<file path="src/rtl/ckey_pkg.sv">
package ckey_pkg;

    // Color-depth mode codes (the encoding is part of the interface)
    typedef enum logic [1:0] {
        DM_PAL8   = 2'b00,
        DM_RGB555 = 2'b01,
        DM_RGB888 = 2'b10,
        DM_RGB565 = 2'b11
    } depth_mode_e;

    // Number of low-order lanes that take part in the compare for a mode
    function automatic int unsigned active_lanes(depth_mode_e m, int unsigned lanes);
        int unsigned n;
        unique case (m)
            DM_PAL8:   n = 1;
            DM_RGB555: n = 2;
            DM_RGB565: n = 2;
            DM_RGB888: n = 3;
            default:   n = 1;
        endcase
        return (n > lanes) ? lanes : n;
    endfunction

endpackage

</file>
<file path="src/rtl/ckey_lane_select.sv">
module ckey_lane_select
    import ckey_pkg::*;
#(
    parameter int unsigned LANES = 3
) (
    input  depth_mode_e      mode_i,
    output logic [LANES-1:0] lane_used_o
);

    int unsigned n_active;

    always_comb begin
        n_active = active_lanes(mode_i, LANES);
        for (int i = 0; i < LANES; i++) begin
            lane_used_o[i] = (i < n_active);
        end
    end

endmodule

</file>
<file path="src/rtl/ckey_lane.sv">
module ckey_lane #(
    parameter int unsigned LANE_W = 8
) (
    input  logic [LANE_W-1:0] pix_i,
    input  logic [LANE_W-1:0] key_i,
    input  logic [LANE_W-1:0] mask_i,
    input  logic              used_i,
    output logic              match_o
);

    logic [LANE_W-1:0] diff_bits;

    always_comb begin
        diff_bits = (pix_i ^ key_i) & ~mask_i;
        match_o   = !used_i || (diff_bits == '0);
    end

endmodule

</file>
<file path="src/rtl/ckey_overlay_sel.sv">
module ckey_overlay_sel
    import ckey_pkg::*;
#(
    parameter int unsigned LANE_W = 8,
    parameter int unsigned LANES  = 3,
    localparam int unsigned PIX_W = LANE_W * LANES
) (
    input  logic             clk,
    input  logic             rst_n,
    input  logic             pix_valid_i,
    input  logic [PIX_W-1:0] pix_data_i,
    input  logic [1:0]       depth_mode_i,
    input  logic [PIX_W-1:0] key_data_i,
    input  logic [PIX_W-1:0] key_mask_i,
    input  logic             overlay_en_i,
    input  logic [PIX_W-1:0] ext_video_i,
    output logic             pix_valid_o,
    output logic [PIX_W-1:0] pix_data_o,
    output logic             key_hit_o
);

    depth_mode_e      mode;
    logic [LANES-1:0] lane_used;
    logic [LANES-1:0] lane_match;
    logic             hit_nxt;
    logic [PIX_W-1:0] data_nxt;

    assign mode = depth_mode_e'(depth_mode_i);

    ckey_lane_select #(.LANES(LANES)) sel_i (
        .mode_i      (mode),
        .lane_used_o (lane_used)
    );

    for (genvar g = 0; g < LANES; g++) begin : g_lane
        ckey_lane #(.LANE_W(LANE_W)) lane_i (
            .pix_i   (pix_data_i[g*LANE_W +: LANE_W]),
            .key_i   (key_data_i[g*LANE_W +: LANE_W]),
            .mask_i  (key_mask_i[g*LANE_W +: LANE_W]),
            .used_i  (lane_used[g]),
            .match_o (lane_match[g])
        );
    end

    // Next-value selection
    always_comb begin
        hit_nxt  = pix_valid_i && (&lane_match);
        data_nxt = (hit_nxt && overlay_en_i) ? ext_video_i : pix_data_i;
    end

    // Output stage register
    always_ff @(posedge clk or negedge rst_n) begin
        if (!rst_n) begin
            pix_valid_o <= 1'b0;
            key_hit_o   <= 1'b0;
            pix_data_o  <= '0;
        end else begin
            pix_valid_o <= pix_valid_i;
            key_hit_o   <= hit_nxt;
            pix_data_o  <= data_nxt;
        end
    end

endmodule

</file>
<file path="config.mk">
export PLATFORM = sky130hd
export DESIGN_NAME = ckey_overlay_sel
export DESIGN_NICKNAME = d
export VERILOG_FILES = /design/src/rtl/ckey_pkg.sv /design/src/rtl/ckey_lane_select.sv /design/src/rtl/ckey_lane.sv /design/src/rtl/ckey_overlay_sel.sv
export SDC_FILE = /design/constraint.sdc
export NUM_CORES = 1
export LEC_CHECK = 0
export BUFFER_PORTS_ARGS = -buffer_cell sky130_fd_sc_hd__buf_2
export CAP_MARGIN = 20
export CORE_ASPECT_RATIO = 0.7
export CORE_MARGIN = 8
export CORE_UTILIZATION = 34
export DETAILED_ROUTE_END_ITERATION = 7
export PLACE_DENSITY = 0.77
export SLEW_MARGIN = 40
export SYNTH_ARGS = -nofsm -noshare
export SYNTH_HDL_FRONTEND = slang
export SYNTH_SLANG_ARGS = --single-unit
</file>
<file path="constraint.sdc">
create_clock -name clk -period 0.8 [get_ports clk]
set_input_delay 0.04 -clock clk [delete_from_list [all_inputs] [get_ports clk]]
set_output_delay 0.04 -clock clk [all_outputs]
set_load 0.05 [all_outputs]
</file>
# Word level (Yosys, flattened, before mapping)
# Cells that the tools add are included.
# classes
n_lt_le_gt_ge	4
n_eq_ne	3
mux	3
bitwise	9
reduce_logical	14
# ops
op	n
$pmux 32 s3	1
$lt 1x32->1 const A	2
$gt 32x2->1 const B	1
$lt 2x32->1 const A	1
$mux 32	1
$and 8x8->8	3
$logic_not 8->1	3
$mux 24	1
$not 8->8	3
$xor 8x8->8	3
$eq 2x2->1 const B	2
$logic_not 1->1	3
$logic_or 1x1->1	3
$reduce_and 3->1	1
$eq 2x1->1 const B	1
$logic_and 1x1->1	2
$logic_not 2->1	1
$reduce_or 2->1	1
# totals
regBits	26
input_bits	102
output_inout_bits	26
word_cells	36

# Longest topological paths before layout
# depth
ltp_word	12
depth_mapped	6

# Cells and area by module
# Synthesis repeated with hierarchy kept, for this count alone.
# hier_totals
cells_unflattened	97
area_unflattened_um2	1418.9
# modules_own_cells
mod	n_inst	cells_per_inst	area_each_um2	seq_area_each_um2
ckey_overlay_sel	1	54	1058.5	650.6
ckey_lane	3	13	111.4	0.0
ckey_lane_select	1	4	26.3	0.0

# Worst setup path before layout
# OpenSTA, ideal clock, no wires.
# synth_path
path_type	input to register
start	input port key_data_i[5]
end	register pix_data_o[10]
t_arrival_ns	1.491
slack_ns	-0.816
path_stages	6
path_cell_list	xor2_1 > a222oi_1 > nor4b_4 > o2111ai_4 > buf_6 > mux2_4
# synth_via
elab_chain_len	8
# synth_lines
element	line	text
from (decl)	ckey_overlay_sel.sv:13	input logic [PIX_W-1:0] key_data_i,
$xor 8x8->8	ckey_lane.sv:14	diff_bits = (pix_i ^ key_i) & ~mask_i;
$and 8x8->8	ckey_lane.sv:14	
$logic_not 8->1	ckey_lane.sv:15	match_o = !used_i || (diff_bits == '0);
$logic_or 1x1->1	ckey_lane.sv:15	
$reduce_and 3->1	ckey_overlay_sel.sv:47	hit_nxt = pix_valid_i && (&lane_match);
$logic_and 1x1->1	ckey_overlay_sel.sv:47	
$logic_and 1x1->1	ckey_overlay_sel.sv:48	data_nxt = (hit_nxt && overlay_en_i) ? ext_video_i : pix_data_i;
$mux 24	ckey_overlay_sel.sv:48	
via data_nxt[10]	ckey_overlay_sel.sv:26	logic [PIX_W-1:0] data_nxt;
to (signal assigned)	ckey_overlay_sel.sv:60	pix_data_o <= data_nxt;
to (decl)	ckey_overlay_sel.sv:18	output logic [PIX_W-1:0] pix_data_o,
# The timed path passes the listed nets, and every way through them passes these cells.

# Final worst setup path
# layout_path
start	input port key_data_i[5]
end	register pix_data_o[3]
# The elaborated chain is that of the path after synthesis.

==> flow_metrics.env <==
export IMPL_cts_sinks=26
export IMPL_synth_cell_types=17
export IMPL_ant_nets=0
export IMPL_overflow=0
export IMPL_critPathLaunchType="primary input"
export IMPL_vias_per_cell=4.55
export IMPL_grt_max_degree=19
export IMPL_cp_top_family="compound AO/OA/AOI/OAI gates"
export IMPL_wl_met3_um=489
export IMPL_grt_total_usage_pct=17.5
export IMPL_cts_buffer_depth=2
export IMPL_whs_ps=-0.648
export IMPL_wl_met1_um=2390
export IMPL_post_route_util_pct=71.3
export IMPL_io_buffer_count=127
export IMPL_min_period_over_period_pct=189
export IMPL_areaGrowthSynthToFinish_pct=99.0
export IMPL_place_hpwl_um=4420
export IMPL_path_cells="buf_6, xor2_1, a222oi_1, nor4b_4, o2111ai_4, buf_12, mux2_4"
export IMPL_syn_num_nets=200
export IMPL_grt_first_pass_wirelength_um=8980
export IMPL_fmax_mhz=663
export IMPL_cp_max_fo=18
export IMPL_avgSynthCellArea_um2=14.5
export IMPL_wire_per_inst_um=19.2
export IMPL_crit_buf_inv=2
export IMPL_min_path_type="in2reg"
export IMPL_firstDrtPassIters=4
export IMPL_maxCapViolations=0
export IMPL_clock_root_buffer="clkbuf_8"
export IMPL_numCtsBuffers=3
export IMPL_row_count=19
export IMPL_yosysWarnings=0
export IMPL_power_density_nw_per_um2=1370
export IMPL_drtIter0Drc=68
export IMPL_topRoutingLayerUsed="met4"
export IMPL_antenna_found_initial=0
export IMPL_grt_pass1_vias=1709
export IMPL_layout_drive_gt1_share_pct=67.6
export IMPL_cp_end_kind="register"
export IMPL_dpl_worst_slack_ps=-1010
export IMPL_fin_nets=381
export IMPL_failed_checks="negative hold slack, negative setup slack"
export IMPL_slew_headroom_pct=75.7
export IMPL_cts_tree="yes"
export IMPL_rsz0062_at_grt="yes"
export IMPL_die_w_um=93.3
export IMPL_crit_path_end="pix_data_o[3]"
export IMPL_setup_slack_ps=-709
export IMPL_drc_errors=0
export IMPL_place_congestion=0.867
export IMPL_critPathRequiredTime_ps=950
export IMPL_chipHeight_um=70.1
export IMPL_hold_viol=1
export IMPL_design_die_area_um2=6540
export IMPL_outcome="finished, violations left"
export IMPL_drv_slew=0
export IMPL_seq_area_frac_synth_pct=45.8
export IMPL_ios=128
export IMPL_cp_slowest_cell="nor4b_4"
export IMPL_syn_cell_area_um2=1420
export IMPL_worst_pin_slew_ps=364
export IMPL_leakage_nw=1.48
export IMPL_slowest_delay_ps=340
export IMPL_clk_pin_slew_worst_paths_ps=110
export IMPL_min_period_ps=1510
export IMPL_cp_startpoint="key_data_i[5]"
export IMPL_peakVddDrop_mv=0.904
export IMPL_wl_um=6330
export IMPL_start_util_pct=35.8
export IMPL_critPathArrivalTime_ps=1660
export IMPL_core_area_um2=3970
export IMPL_finalSetupViolCount=51
export IMPL_synth_cells=98
export IMPL_num_vias=1502
export IMPL_ys_ff_latch=26
export IMPL_met2_length_um=3370
export IMPL_cts_htree_levels=1
export IMPL_crit_type="in2reg"
export IMPL_antenna_cells=0
export IMPL_cp_num_cells=7
[cell usage in the layout (no fill, tap or decap), drive strengths merged]
| master | instances |
|---|---|
| dlygate4sd3 | 23 |
| clkbuf | 3 |
| bufinv | 1 |
| xor2 | 3 |
| o41ai | 1 |
| buf | 155 |
| o211a | 1 |
| o22ai | 10 |
| nor4 | 1 |
| o2111ai | 1 |
| nor2b | 1 |
| inv | 3 |
| o21ai | 1 |
| a222oi | 1 |
| dfrtp | 26 |
| nor2 | 1 |
| mux2 | 24 |
| nor4b | 1 |
| xnor2 | 21 |
[power breakdown]
part	switching (mW)	leakage, nW	internal (mW)	total (mW)
Sequential	0.0381	0.305	1.38	1.42
Clock	0.445	0.0357	0.670	1.12
Combinational	0.633	1.14	0.693	1.33
[synth_stat cells, drive strengths merged]
master | count | area share, %
dfrtp | 26 | 46
nor2b | 1 | 0.44
mux2 | 24 | 24
nor4 | 1 | 0.44
buf | 2 | 1.6
a222oi | 1 | 0.70
o21ai | 1 | 0.35
o2111ai | 1 | 1.8
inv | 3 | 0.79
nor4b | 1 | 1.7
xnor2 | 21 | 13
nor2 | 1 | 0.26
o41ai | 1 | 1.9
o211a | 1 | 0.70
xor2 | 3 | 1.8
o22ai | 10 | 4.4
[metal layers]
metal | up-vias | GRT usage [%]
met1 | 708 | 18.3
met3 | 6 | 5.87
met2 | 77 | 33.1
met4 | 0 | 3.20
met5 | - | 0
li1 | 711 | -
[flip-flops by register name, indices dropped and copies added, names as in the netlist]
signal and flops:
pix_data_o 24, pix_valid_o 1, key_hit_o 1
[logic make-up (layout without fill, tap and decap cells)]
| family | count (synthesis) | in the layout | share of synthesized area, % |
|---|---|---|---|
| mux | 24 | 24 | 24.3 |
| xor+xnor | 24 | 24 | 14.8 |
| compound gates | 15 | 15 | 9.95 |
| flops | 26 | 26 | 45.8 |
| simple gates | 4 | 4 | 2.82 |
| buf+inv | 5 | 185 | 2.38 |
[through the flow]
| step | hold WS, ps | cell area [µm²] | TNS, ps | std cells | power (mW) |
|---|---|---|---|---|---|
| 6_report | -0.648 | 2830 | -17930 | 330 | 3.86 |
| 5_1_grt | -7.58 | 2830 | -20170 | 330 | 4.03 |
| 4_1_cts | 2.41 | 2790 | -18000 | 326 | 3.80 |
| 3_5_place_dp | -60.6 | 2340 | -24430 | 303 | 2.54 |
| 3_3_place_gp | -51.7 | 2340 | -24090 | 303 | 2.52 |
| 2_1_floorplan | -256 | 1430 | -18250 | 98 | 2.00 |
[final cells by class]
| cell class | count | area (µm²) |
|---|---|---|
| Clock buffer | 3 | 41.3 |
| Inverter | 3 | 11.3 |
| Timing Repair Buffer | 178 | 1280 |
| Tap cell | 52 | 65.1 |
| Clock inverter | 1 | 30.0 |
| Fill cell | 267 | 1140 |
| Sequential cell | 26 | 651 |
| Multi-Input combinational cell | 67 | 751 |
[repair_timing]
item / 4_1_cts / 5_1_grt
setup endpoints to repair: 51 / 51
setup buffers: 1 / 0
hold buffers: 19 / 4
cloned: 0 / 0
pin swaps: 0 / 1
endpoints found under the hold margin: 43 / 4
resized for setup: 56 / 0
[worst min-delay path by stage]
stage | startpoint | to | slack (ps) | cells past startpoint
2_1_floorplan | rst_n | key_hit_o | -260 | 0
3_3_place_gp | rst_n | pix_data_o[9] | -50 | 1
3_5_place_dp | rst_n | pix_data_o[9] | -60 | 1
4_1_cts | ext_video_i[0] | pix_data_o[0] | 2 | 2
5_1_grt | ext_video_i[19] | pix_data_o[19] | -8 | 2
6_report | ext_video_i[19] | pix_data_o[19] | -0.6 | 2
Power figures use the tool's default switching activity.
